==> config.mk <==
export PLATFORM = sky130hd
export DESIGN_NAME = call_trap_seq
export DESIGN_NICKNAME = d
export VERILOG_FILES = /design/src/rtl/call_trap_seq.sv
export SDC_FILE = /design/constraint.sdc
export NUM_CORES = 1
export LEC_CHECK = 0
export BUFFER_PORTS_ARGS = -buffer_cell sky130_fd_sc_hd__buf_2
export CAP_MARGIN = 20
export CORE_AREA = 3 3 187 116
export CTS_BUF_LIST = sky130_fd_sc_hd__clkbuf_8
export DETAILED_ROUTE_END_ITERATION = 8
export DIE_AREA = 0 0 190 119
export GPL_ROUTABILITY_DRIVEN = 0
export HOLD_SLACK_MARGIN = 0.05
export RECOVER_POWER = 100
export REMOVE_ABC_BUFFERS = 1
export SYNTH_ARGS = -nofsm -noshare
export SYNTH_HDL_FRONTEND = slang
export SYNTH_SLANG_ARGS = --single-unit
==> constraint.sdc <==
create_clock -name clk -period 5.8 [get_ports clk]
set_input_delay 0.29 -clock clk [delete_from_list [all_inputs] [get_ports clk]]
set_output_delay 0.29 -clock clk [all_outputs]
set_load 0.005 [all_outputs]
==> src/rtl/call_trap_seq.sv <==
module call_trap_seq #(
  parameter int PC_W     = 17,
  parameter int DATA_W   = 32,
  parameter int CC_W     = 4,
  parameter int NREGS    = 16,
  parameter int VEC_BASE = 'h48,
  parameter int AI_BIT   = 9
) (
  input  logic              clk,
  input  logic              rst_n,
  input  logic              call_valid,
  input  logic [1:0]        call_num,
  input  logic [CC_W-1:0]   call_field,
  input  logic [CC_W-1:0]   cur_cc,
  input  logic [PC_W-1:0]   cur_pc,
  output logic [$clog2(NREGS)-1:0] reg_sel,
  input  logic [DATA_W-1:0] reg_rdata,
  output logic              mem_req,
  output logic              mem_we,
  output logic [PC_W-1:0]   mem_addr,
  output logic [DATA_W-1:0] mem_wdata,
  input  logic [DATA_W-1:0] mem_rdata,
  input  logic              mem_ack,
  output logic              busy,
  output logic              done,
  output logic [CC_W-1:0]   final_cc,
  output logic [PC_W-1:0]   final_pc
);
  localparam int RS_W  = $clog2(NREGS);
  localparam int PAD_W = DATA_W - CC_W - PC_W;

  typedef enum logic [2:0] {S_IDLE, S_FETCH, S_SAVE, S_REGS, S_LOAD, S_DONE} state_t;
  state_t state;

  logic [1:0]      num_q;
  logic [CC_W-1:0] field_q, cc_q;
  logic [PC_W-1:0] ret_q, opa_q;
  logic            full_q, ai_q;
  logic [RS_W-1:0] ridx;

  wire [CC_W-1:0] ld_cc  = mem_rdata[DATA_W-1 -: CC_W];
  wire [PC_W-1:0] ld_pc  = mem_rdata[PC_W-1:0];
  wire [PC_W-1:0] offset = {{(PC_W-CC_W){1'b0}}, field_q};
  wire            step   = mem_req && mem_ack;

  assign busy    = (state != S_IDLE);
  assign done    = (state == S_DONE);
  assign mem_req = (state == S_FETCH) || (state == S_SAVE) || (state == S_REGS) || (state == S_LOAD);
  assign mem_we  = (state == S_SAVE) || (state == S_REGS);
  assign reg_sel = ridx;
  assign mem_wdata = (state == S_SAVE) ? {cc_q, {PAD_W{1'b0}}, ret_q} : reg_rdata;

  always_comb begin
    case (state)
      S_FETCH: mem_addr = PC_W'(VEC_BASE) + PC_W'(num_q);
      S_SAVE:  mem_addr = opa_q;
      S_REGS:  mem_addr = opa_q + PC_W'(2) + PC_W'(ridx);
      S_LOAD:  mem_addr = opa_q + PC_W'(1);
      default: mem_addr = '0;
    endcase
  end

  always_ff @(posedge clk or negedge rst_n) begin
    if (!rst_n) begin
      state    <= S_IDLE;
      num_q    <= '0;
      field_q  <= '0;
      cc_q     <= '0;
      ret_q    <= '0;
      opa_q    <= '0;
      full_q   <= 1'b0;
      ai_q     <= 1'b0;
      ridx     <= '0;
      final_cc <= '0;
      final_pc <= '0;
    end else begin
      case (state)
        S_IDLE: if (call_valid) begin
          num_q   <= call_num;
          field_q <= call_field;
          cc_q    <= cur_cc;
          ret_q   <= cur_pc + PC_W'(1);
          state   <= S_FETCH;
        end
        S_FETCH: if (step) begin
          full_q <= mem_rdata[DATA_W-1];
          opa_q  <= mem_rdata[DATA_W-2 -: PC_W];
          ai_q   <= mem_rdata[AI_BIT];
          state  <= S_SAVE;
        end
        S_SAVE: if (step) begin
          ridx  <= '0;
          state <= full_q ? S_REGS : S_LOAD;
        end
        S_REGS: if (step) begin
          ridx <= ridx + RS_W'(1);
          if (ridx == RS_W'(NREGS-1)) state <= S_LOAD;
        end
        S_LOAD: if (step) begin
          final_cc <= ld_cc | field_q;
          final_pc <= ai_q ? ld_pc + offset : ld_pc;
          state    <= S_DONE;
        end
        default: state <= S_IDLE;
      endcase
    end
  end

  p_vector_read_r1: assert property (@(posedge clk) disable iff (!rst_n)
    (call_valid && !busy) |=> (mem_req && !mem_we &&
      mem_addr == PC_W'(VEC_BASE) + PC_W'($past(call_num))));

  p_reg_ascend_r4: assert property (@(posedge clk) disable iff (!rst_n)
    (state == S_REGS && mem_ack && reg_sel != RS_W'(NREGS-1)) |=>
      (state == S_REGS && reg_sel == $past(reg_sel) + RS_W'(1)));

  p_cc_covers_field_r6: assert property (@(posedge clk) disable iff (!rst_n)
    done |-> ((final_cc & field_q) == field_q));

  p_hold_until_ack_r8: assert property (@(posedge clk) disable iff (!rst_n)
    (mem_req && !mem_ack) |=> (mem_req && $stable(mem_addr) && $stable(mem_we) &&
      $stable(mem_wdata)));

  p_done_pulse_r9: assert property (@(posedge clk) disable iff (!rst_n)
    done |=> !done);

  p_ignore_busy_r10: assert property (@(posedge clk) disable iff (!rst_n)
    busy |=> ($stable(num_q) && $stable(field_q) && $stable(cc_q)));
endmodule

After elaboration in Yosys (flattened, before gate mapping). Cells that the tools add are included.

$add $sub $neg: 7. Eq/ne operators: 12. Multiplexer cells: 14. Bitwise logic cells: 1. Reductions and logical operators: 13.

Operator list (count): case mux 17 bit (4 select lines) (1); adder 17 x 1 -> 17 bit, second input constant (2); adder 17 x 4 -> 17 bit (2); two-way mux 32 bit (1); two-way mux 3 bit (7); adder 17 x 2 -> 17 bit, second input constant (1); two-way mux 17 bit (1); case mux 3 bit (5 select lines) (1); inequality test 2 bit, second input constant (5); adder 7 x 2 -> 8 bit, first input constant (1); two-way mux 4 bit (2); case mux 4 bit (2 select lines) (1); == test 3 x 2 -> 1 bit, second input constant (2); == test 3 bit, second input constant (2); AND reduction 2 bit (3); AND reduction 6 bit (1); adder 4 x 1 -> 4 bit, second input constant (1); == test 4 bit, second input constant (1); logical OR 1 bit (4); OR 4 bit (1); == test 3 x 1 -> 1 bit, second input constant (1); logical NOT 3 bit (1); AND reduction 3 bit (1); nonzero test 3 bit (1); other kinds (3) (3).

Flip-flop bits (word level): 74. Bits of input ports: 95. Output and inout bits: 78. Logic and storage cells: 58.

Longest topological paths before layout. Gate-level depths: netlist (run 1).

Depth in word-level cells: 7. Depth in mapped cells: 11.

Worst setup path before layout (run 1). Ideal clock, no wire load.

Path kind: register to output. Start: register ridx[1], in the netlist reg_sel[1]. End: output port mem_addr[15]. Arrival: 2.208 ns. Required time: 5.510 ns. Path slack: 3.302 ns. Stages on the path, launching flop included: 11. Path buffers: 0. Cells stage by stage: dfrtp_1 -> inv_1 -> ha_1 -> inv_1 -> ha_1 -> inv_1 -> fa_1 -> nor2b_1 -> o31a_1 -> a22oi_1 -> o41ai_2.

Word-level cells in the longest chain between the ends: 2.

Ends and longest elaborated chain: start, declared (line 39) `logic [RS_W-1:0] ridx;`; start signal, assigned (line 96) `ridx <= ridx + RS_W'(1);`; adder 17 x 4 -> 17 bit (line 57) `S_REGS: mem_addr = opa_q + PC_W'(2) + PC_W'(ridx);`; case mux 17 bit (4 select lines) (line 54) `case (state)`; end, declared (line 20) `output logic [PC_W-1:0] mem_addr,`.

Every way passes these cells.

Worst setup path in the final report (run 1).
Start: register opa_q[2]. End: output port mem_addr[16].

Word-level cells in the longest chain between the ends: 3. Elaborated cells between the ends (all ways): 4. Classes of those cells: 3 x add/sub; 1 x mux.

Ends and longest elaborated chain: start, declared (line 37) `logic [PC_W-1:0] ret_q, opa_q;`; start signal, assigned (line 87) `opa_q <= mem_rdata[DATA_W-2 -: PC_W];`; adder 17 x 2 -> 17 bit (line 57); adder 17 x 4 -> 17 bit (line 57); case mux 17 bit (4 select lines) (*) (line 54).

Mark *: on every way between the ends. The rest lies on a longest branch, timed or not.

==> run summary, run 1 <==
The checks that failed: capacitance limit, slew limit. For the final database, setup skew stands at 0.0153 ns. The area of all placed cells without fillers came out at approximately 6100 um2. The global-route wire length before repair came out at around 24 mm. In this run, synthesis inferred 0 flip-flops with an integrated enable.

The maximum number of pins on one net before global-route repair is 75. The H-tree depth came out at 3. The combined area of all synthesized cells is 4980 um2. The via count of the first global-routing pass is ~4400. The number of vias after detailed routing came out at around 4600.

The share of layout cells above drive strength 1 is about a quarter. The DRC marker count from the first detailed-route iteration is 377. After clock tree synthesis, the clock-pin slew on the worst setup and hold paths is roughly 0.10 ns.

Summed over all instances, the cell type with the most area after synthesis is sky130_fd_sc_hd__dfrtp_1. The net switching power is between 1 and 1.5 mW. The worst setup timing slack at the placement stage is between 2 and 3 ns. The startpoint identified for the worst hold timing path is cur_cc[1]. The flow ran to the end, but the final reports show violations. The area fraction in compound gates after synthesis is between 10% and 20%. The number of nets with antenna violations after routing came out at 0. The number of instances on the worst hold path is 3. The maximum resistive drop on vdd is around 0.12 mV.

Across the run, the number of max-cap violations was 2. The leakage dissipation came out at roughly 2.8 nW. Wires add up to around 15 mm.

Summing the areas of all xor and xnor instances in the mapped netlist gives under 10% of the synthesized area. The share of the cycle needed by the critical path after routing is a little over three fifths. The total count of hold-check failures in the final report is 0. The worst setup path is launched from a flop. The overall power consumption came out at between 2 and 3 mW. The root buffer cell chosen for the clock tree is sky130_fd_sc_hd__clkbuf_8.

The final critical-path required period came out at ~3.6 ns. The cell count after synthesis is roughly 550. From left edge to right edge, the die measures between 150 and 200 um. The total grt overflow came out at 0. Relative to the synthesized area, the layout overhead comes to 22.5%.

The synthesized area per cell came out at ~9.0 um2. The setup total negative slack came out at 0 ns. The element type at the critical path end is an output port.

The synthesized design contains 74 register bits. TritonCTS built the clock tree. Once detailed placement completed, the half-perimeter wirelength came to between 10 and 15 mm.

For the worst setup path, the data arrival time is around 3.4 ns. The number of nets in the layout is between 800 and 900. The switching part of the total power came out at approximately 46%. The filler-free cell count of the finished design came out at 987. By startpoint and endpoint, the worst setup path is classified as reg -> out. The number of clock buffers inserted by TritonCTS came out at 9. In this run, the clock network consumes 13.2% of the power. The worst register-to-register path has a depth of 5. The row count came out at 40. The top cell type's share of synthesized area is about 37%.

The slack of the worst reg-to-reg path came out at approximately 2.6 ns. The placement-stage cell area is roughly 6000 um2. The area of the core is 20000 um2. The count of input and output buffers came out at 172. The startpoint identified for the worst register-to-register timing path is state[0]. The first detailed-routing pass took 6 iterations. In this run the worst path has a maximum fanout of 9.

Headroom to the max-slew limit came out at -4.20%. The floorplan die area came out at 22600 um2. Setup repair after global routing left no endpoint under its margin. Setup violations remaining at the end of the flow were counted as 0. For the pin with the worst max-slew slack, the measured transition is around 1.6 ns. The post-detailed-route via-to-cell ratio came out at between 4 and 5.

The number of antenna violations at the first check in global routing is 2. The clock tree buffer depth is 2. The clock net in this run drives a total of between 70 and 80 sinks.

The synthesized-area fraction occupied by adder cells came out at between 4 and 5%. The initial standard-cell utilization of the core is around a quarter. The final-report max-slew violation count is between 60 and 70.

In the synthesized netlist, mux cells make up 11.4% of the area. The detailed-route DRC error count is 0. After layout, the worst setup slack is between 2 and 2.5 ns.

By area, the combinational part of the netlist is dominated by simple AND/OR/NAND/NOR gates. The number of warnings reported in the yosys synthesis log is 0. The final-layout fill cell count is between 2000 and 2500. The required time of the critical path is approximately 5.5 ns. The number of distinct standard cells referenced by the synthesized netlist came out at 52. The global router's overall resource usage is around 13%. After detailed routing, the average wire length per cell comes to approximately 15 um.

The internal power contribution came out at between 1.5 and 2 mW. The main flop type after synthesis is sky130_fd_sc_hd__dfrtp_1. 0 antenna diodes ended up in the layout. The min-delay analysis places its worst path in the category in -> reg. Sequential cells account for between 30% and 40% of the total power. The later pin in the worst-skew pair is clocked with a latency of approximately 0.37 ns.

The portion of the post-synthesis area used by sequential elements is 37.2%. The highest clock frequency the design can meet is 274 MHz. For this design the top-level I/O count stands at about 170.

By area the synthesized netlist is led by sky130_fd_sc_hd__dfrtp_1 37%, sky130_fd_sc_hd__nand2_1 7.7%, sky130_fd_sc_hd__mux2_2 5.9%. The capture point of the worst reg-to-reg path is final_pc[15]. The relative contribution of combinational cells to total power came out at 49.6%. The share of flip-flops with an asynchronous set or reset after synthesis is 100%. For hold timing, the worst endpoint is cc_q[1]. Power spread over the standard cell area amounts to approximately 470 nW/um2.

The area fraction in and, or, nand and nor cells after synthesis is around a fifth. The cell count after placement came out at around 970. The die is between 100 and 150 um tall.
## worst max path at each step
stage / startpoint / end / slack [ns]
3_3_place_gp: opa_q[1] / mem_addr[15] / 2.90
2_1_floorplan: reg_sel[1] / mem_addr[15] / 3.30
3_5_place_dp: opa_q[1] / mem_addr[15] / 2.83
6_report: opa_q[2] / mem_addr[16] / 2.15
5_1_grt: opa_q[2] / mem_addr[16] / 1.94
4_1_cts: opa_q[1] / mem_addr[15] / 2.40
## cell families after synthesis
family | count (synthesis)
xor+xnor | 38
mux | 46
fa+ha+maj | 17
simple gates | 207
compound gates | 123
buf+inv | 48
flops | 74
## power groups by stage
stage	sequential (mW)	combinational, mW	clock [mW]
finish	1.07	1.43	0.381
global route	1.12	1.63	0.429
CTS	1.08	1.55	0.409
detailed placement	1.08	1.54	0
global placement	1.08	1.53	0
floorplan	0.991	0.988	0
## flip-flops by register name, summed over array words and instances, names as in the netlist
register  flops
ret_q        17
ai_q          1
reg_sel       4
final_cc      4
field_q       4
opa_q        17
cc_q          4
state         3
final_pc     17
num_q         2
full_q        1
## placed cells by master (no fill, tap or decap), drive strengths merged, types with 16 or more instances in the layout
cell type    n
nand2      102
xnor2       16
xor2        22
inv         17
dfrtp       74
nor2        18
buf        138
o21ai       59
nand3       23
clkbuf      48
mux2        41
## critical path, stage by stage (launching register included)
cell and delay, ns:
sky130_fd_sc_hd__dfrtp_1 0.48, sky130_fd_sc_hd__ha_1 0.34, sky130_fd_sc_hd__ha_1 0.30, sky130_fd_sc_hd__a211oi_1 0.09, sky130_fd_sc_hd__o21ai_0 0.85, sky130_fd_sc_hd__o2111ai_1 0.29
sky130_fd_sc_hd__o41ai_1 0.41, sky130_fd_sc_hd__a21oi_1 0.11, sky130_fd_sc_hd__clkbuf_1 0.12
## metrics by stage
stage	hold WS (ns)	utilization (%)
global placement	0.460	30.2
CTS	0.0629	31.1
floorplan	-0.00559	-
global route	0.0702	30.5
finish	0.0975	30.5
detailed placement	0.457	30.2
## per-layer routing
| metal | wire length [um] | global-route usage, % | vias to the layer above |
|---|---|---|---|
| met3 | 1370 | 4.74 | 15 |
| met5 | 27 | 0 | - |
| met2 | 6260 | 19.3 | 171 |
| met4 | 152 | 3.14 | 4 |
| met1 | 7390 | 19.3 | 2119 |
| li1 | - | - | 2270 |
## repair_timing
item | CTS | global route
hold buffers | 0 | 1
endpoints found under the hold margin | 0 | 24
resized for setup | 0 | 0
buffers inserted | 0 | 0
## Yosys cell counts (all sizes together), types with 4 or more instances
master / instances
clkbuf: 13
dfrtp: 74
a21oi: 12
and2: 14
and4: 6
nor2b: 5
mux2: 41
xnor2: 16
nor2: 18
o21ai: 59
buf: 20
nand2: 102
nand4: 9
ha: 15
o22ai: 9
nor3: 7
a21o: 5
mux2i: 5
nand2b: 4
xor2: 22
and3: 14
nand3: 23
a22oi: 11
inv: 15
## cell type report
class | instances | area, um2 | area share, %
multi-input combinational | 431 | 2800 | 45.9
sequential | 74 | 1850 | 30.4
timing repair buffer | 178 | 870 | 14.3
tap | 273 | 342 | 5.60
clock buffer | 9 | 124 | 2.03
inverter | 15 | 56.3 | 0.923
clock inverter | 7 | 55.1 | 0.903
Note: power is estimated with default switching activity, not from simulation.
==> run 2, diff against run 1 <==
--- a/config.mk
+++ b/config.mk
@@ -5,12 +5,13 @@
 export SDC_FILE = /design/constraint.sdc
 export NUM_CORES = 1
 export LEC_CHECK = 0
+export ABC_AREA = 1
 export BUFFER_PORTS_ARGS = -buffer_cell sky130_fd_sc_hd__buf_2
 export CAP_MARGIN = 20
-export CORE_AREA = 3 3 187 116
+export CORE_AREA = 3 3 190 118
 export CTS_BUF_LIST = sky130_fd_sc_hd__clkbuf_8
 export DETAILED_ROUTE_END_ITERATION = 8
-export DIE_AREA = 0 0 190 119
+export DIE_AREA = 0 0 193 121
 export GPL_ROUTABILITY_DRIVEN = 0
 export HOLD_SLACK_MARGIN = 0.05
 export RECOVER_POWER = 100
==> constraint.sdc (replaced) <==
create_clock -name clk -period 3.2 [get_ports clk]
set_input_delay 0.16 -clock clk [delete_from_list [all_inputs] [get_ports clk]]
set_output_delay 0.16 -clock clk [all_outputs]
set_load 0.005 [all_outputs]
==> run 2 against run 1 <==
The run now ends clean. Clock skew fell by 0.0048 ns. Design area is 9.7% higher. Routed wire length increased by 15%. Total power is 84% higher. Core utilization grew 1.6 points. Critical path type unchanged.
==> run summary, run 2 <==
The run finished with clean final reports. The number of clock sinks is 74. Leaving out fill and tap cells, the most frequent cell in the layout is sky130_fd_sc_hd__nand2_1.

The most numerous cell type found on the critical path is sky130_fd_sc_hd__inv_1. The number of nets in the layout came out at around 1100. The actual slew at the worst max-slew pin came out at 1.32 ns.

The largest fanout on the critical path is 10. The H-tree was split into 3 levels. The switching part of the total power is roughly 49%. The share of the cycle needed by the critical path after routing is a little over 90%. The most repeated cell in the gate-level netlist after synthesis is sky130_fd_sc_hd__nand2_1. The largest registers in the layout are final_pc (17), opa_q (17), ret_q (17). 0 antenna diodes ended up in the layout.

The main flop type after synthesis is sky130_fd_sc_hd__dfrtp_1. The synthesized area per cell came out at 6.60 um2. Pin placement for this block handled 173 I/O pins. The slack of the worst reg-to-reg path came out at roughly 0.69 ns. The HPWL after detailed placement is around 13 mm.

The post-detailed-route via-to-cell ratio came out at 4.54. The area growth from synthesis to layout is 30.1%. The critical path contains buffers and inverters numbering 5 combined. For the finished layout, the period the worst path requires is a little under 3 ns. The setup skew after layout is around 0.011 ns. The number of clock buffers inserted by TritonCTS is 9. Combinational cells account for between 50% and 60% of the total power.

The power per cell area is 795 nW/um2. The post-detailed-route wirelength per cell came out at around 14 um. STA classifies the critical path startpoint as a flop. The global router's overall resource usage came out at around 15%. The floorplan step defined a core boundary enclosing roughly 21000 um2.

The number of nets with antenna violations after routing is 0. The cell count after synthesis is 779. Clock latency on the worst-skew pair, taken at its later pin, is between 0.3 and 0.4 ns.

The first global-routing pass estimated ~28 mm of wire. The critical path is of the reg -> out type. The biggest area contributor in the post-synthesis netlist is sky130_fd_sc_hd__dfrtp_1. The clock tree buffer depth came out at 2.

The final-layout fill cell count is about 2400. The relative contribution of sequential cells to total power is approximately 33%. The row count came out at between 40 and 50. The signal on the critical path passes through inv_1 -> ha_1 -> inv_1 -> ha_1 -> inv_1 -> fa_1 -> inv_1 -> nand3_1 -> nand2_4 -> nand2_1 -> o211ai_1 -> o211ai_1 -> buf_2. Of the cells placed in the final design, the portion with a size suffix greater than 1 is ~17%. The number of warnings reported in the yosys synthesis log came out at 0. For this run, the slowest stage of the critical path takes ~0.42 ns. The number of flops mapped to enable cells by yosys came out at 0. The highest clock frequency the design can meet came out at ~340 MHz. The detailed-route DRC error count came out at 0.

The TritonCTS clock tree is yes. The clock share of power is 13.8%. The count of endpoints failing setup in the final report came out at 0. The number of distinct standard cells referenced by the synthesized netlist came out at 34.

The total area of multi-input combinational cells is 2860 um2. The wire length after detailed routing came out at roughly 17 mm. The analysis attributes to cell leakage a power of ~3.5 nW. The commonest cells after synthesis are 291 x sky130_fd_sc_hd__nand2_1, 85 x sky130_fd_sc_hd__nand3_1, 78 x sky130_fd_sc_hd__inv_1.

The internal power of the cells totals approximately 2.7 mW. The worst setup path is captured at an output port. The required time of the critical path is 3.04 ns. The number of setup buffers added after CTS is 0. The clock slew seen by the registers of the worst setup and hold paths came out at approximately 0.090 ns. In this run the worst hold path is classified as in -> reg.

Of the post-synthesis cell area, the dominant cell type holds around 36%. The number of violations of the max-capacitance limit is 0. The final-report max-slew violation count came out at 0. The maximum number of pins on one net before global-route repair came out at 44. The top cell family by delay on the critical path is adder cells. The mapped netlist covers approximately 5100 um2.

Sorting the synthesized cells by area gives the leading types as sky130_fd_sc_hd__dfrtp_1 36%, sky130_fd_sc_hd__nand2_1 21%, sky130_fd_sc_hd__nand3_1 8.3%. The via count of the first global-routing pass came out at around 5300. Setup repair after global routing left no endpoint under its margin.

The height of the chip came out at 121 um. The slowest cell on the critical path is sky130_fd_sc_hd__dfrtp_1. The tree is rooted in a sky130_fd_sc_hd__clkbuf_8. The chip width is approximately 190 um. In the final layout, flip-flops and latches occupy 1850 um2.

For this block, the initial DRC count from the detailed router was 333. The net switching power is about 2.6 mW. The total grt overflow came out at 0.

The number of synthesized register bits came out at 74. The number of antenna violations at the first check in global routing was 1. The maximum resistive drop on vdd came out at 0.287 mV. The worst pin sits at a relative slew slack of 12.2%. Once the floorplan was initialized, standard cells occupied between 20% and 30% of the core.

The total count of hold-check failures in the final report is 0. The floorplan die area came out at approximately 23000 um2. Input and output buffers added on the ports amount to roughly 170. Data on the critical path arrives at its endpoint at between 2 and 3 ns.

The setup total negative slack came out at 0 ns. The number of vias after detailed routing came out at 5712. For this run, the detailed router's first-pass iteration total came to 5. The share of flip-flops with an asynchronous set or reset after synthesis is 100%. The top cell types in the final layout, fill and taps aside, are 293 x sky130_fd_sc_hd__nand2_1, 133 x sky130_fd_sc_hd__buf_2, 85 x sky130_fd_sc_hd__nand3_1, 83 x sky130_fd_sc_hd__inv_1, 74 x sky130_fd_sc_hd__dfrtp_1. The design draws roughly 5.3 mW.

The portion of the post-synthesis area used by sequential elements is about 36%.
## run 2: logic make-up (layout without fill, tap and decap cells)
group           count (synthesis)  count (layout)  share of synthesized area, %
simple gates                  476             476                          38.9
buf+inv                       105             305                          8.11
compound gates                 92              92                          9.91
flops                          74              74                          36.0
fa+ha+maj                      17              17                          4.43
xor+xnor                       14              14                          2.39
mux                             1               1                         0.219
## run 2: worst paths after layout
check                               from           end  cells after the start
min reg2reg                 final_pc[16]  final_pc[16]                      2
max                           reg_sel[1]   mem_addr[7]                     13
max reg2reg                     state[0]      opa_q[5]                      4
min                        mem_rdata[16]      opa_q[2]                      3
min in group asynchronous          rst_n      state[0]                      2
max in group asynchronous          rst_n   final_pc[4]                      3
## run 2: what timing repair did
action | 4_1_cts | 5_1_grt
endpoints found under the hold margin | 69 | 0
gates resized for setup | 0 | 2
setup endpoints to repair | 0 | 2
hold buffers | 28 | 0
## run 2: stage by stage
step	instances	setup slack, ns	cell area, um2	hold slack (ns)	util, %
finish	1258	0.290	6690	0.0926	32.1
global route	1258	0.0119	6690	0.0716	32.1
CTS	1258	0.164	6760	0.0634	32.5
detailed placement	1214	0.608	6290	0.228	30.2
global placement	1214	0.640	6290	0.236	30.2
floorplan	757	0.991	5030	-0.136	-
## run 2: power groups by stage
| stage | Sequential (mW) | Combinational (mW) | Clock (mW) |
|---|---|---|---|
| after floorplan | 1.70 | 1.74 | 0 |
| after global placement | 1.75 | 2.86 | 0 |
| after detailed placement | 1.76 | 2.88 | 0 |
| after CTS | 1.75 | 2.91 | 0.774 |
| after global routing | 1.82 | 3.28 | 0.805 |
| final | 1.75 | 2.83 | 0.735 |
## run 2: metal layers
layer | up-vias | track usage (%) | share of wire, %
li1 | 2907 | - | -
met3 | 10 | 4.59 | 8.9
met1 | 2575 | 22.8 | 51
met2 | 218 | 21.5 | 40
met5 | - | 0 | 0.075
met4 | 2 | 2.84 | 0.73
## run 2: layout make-up
class	count	share of cell area [%]
sequential	74	27.7
inverter	83	4.66
multi-input combinational	600	42.8
tap	279	5.22
clock buffer	11	2.26
timing repair buffer	206	16.8
clock inverter	5	0.561
## run 2: worst min-delay path: stages
cell	delay, ns
sky130_fd_sc_hd__buf_2	0.10
sky130_fd_sc_hd__inv_1	0.09
sky130_fd_sc_hd__o21ai_1	0.08
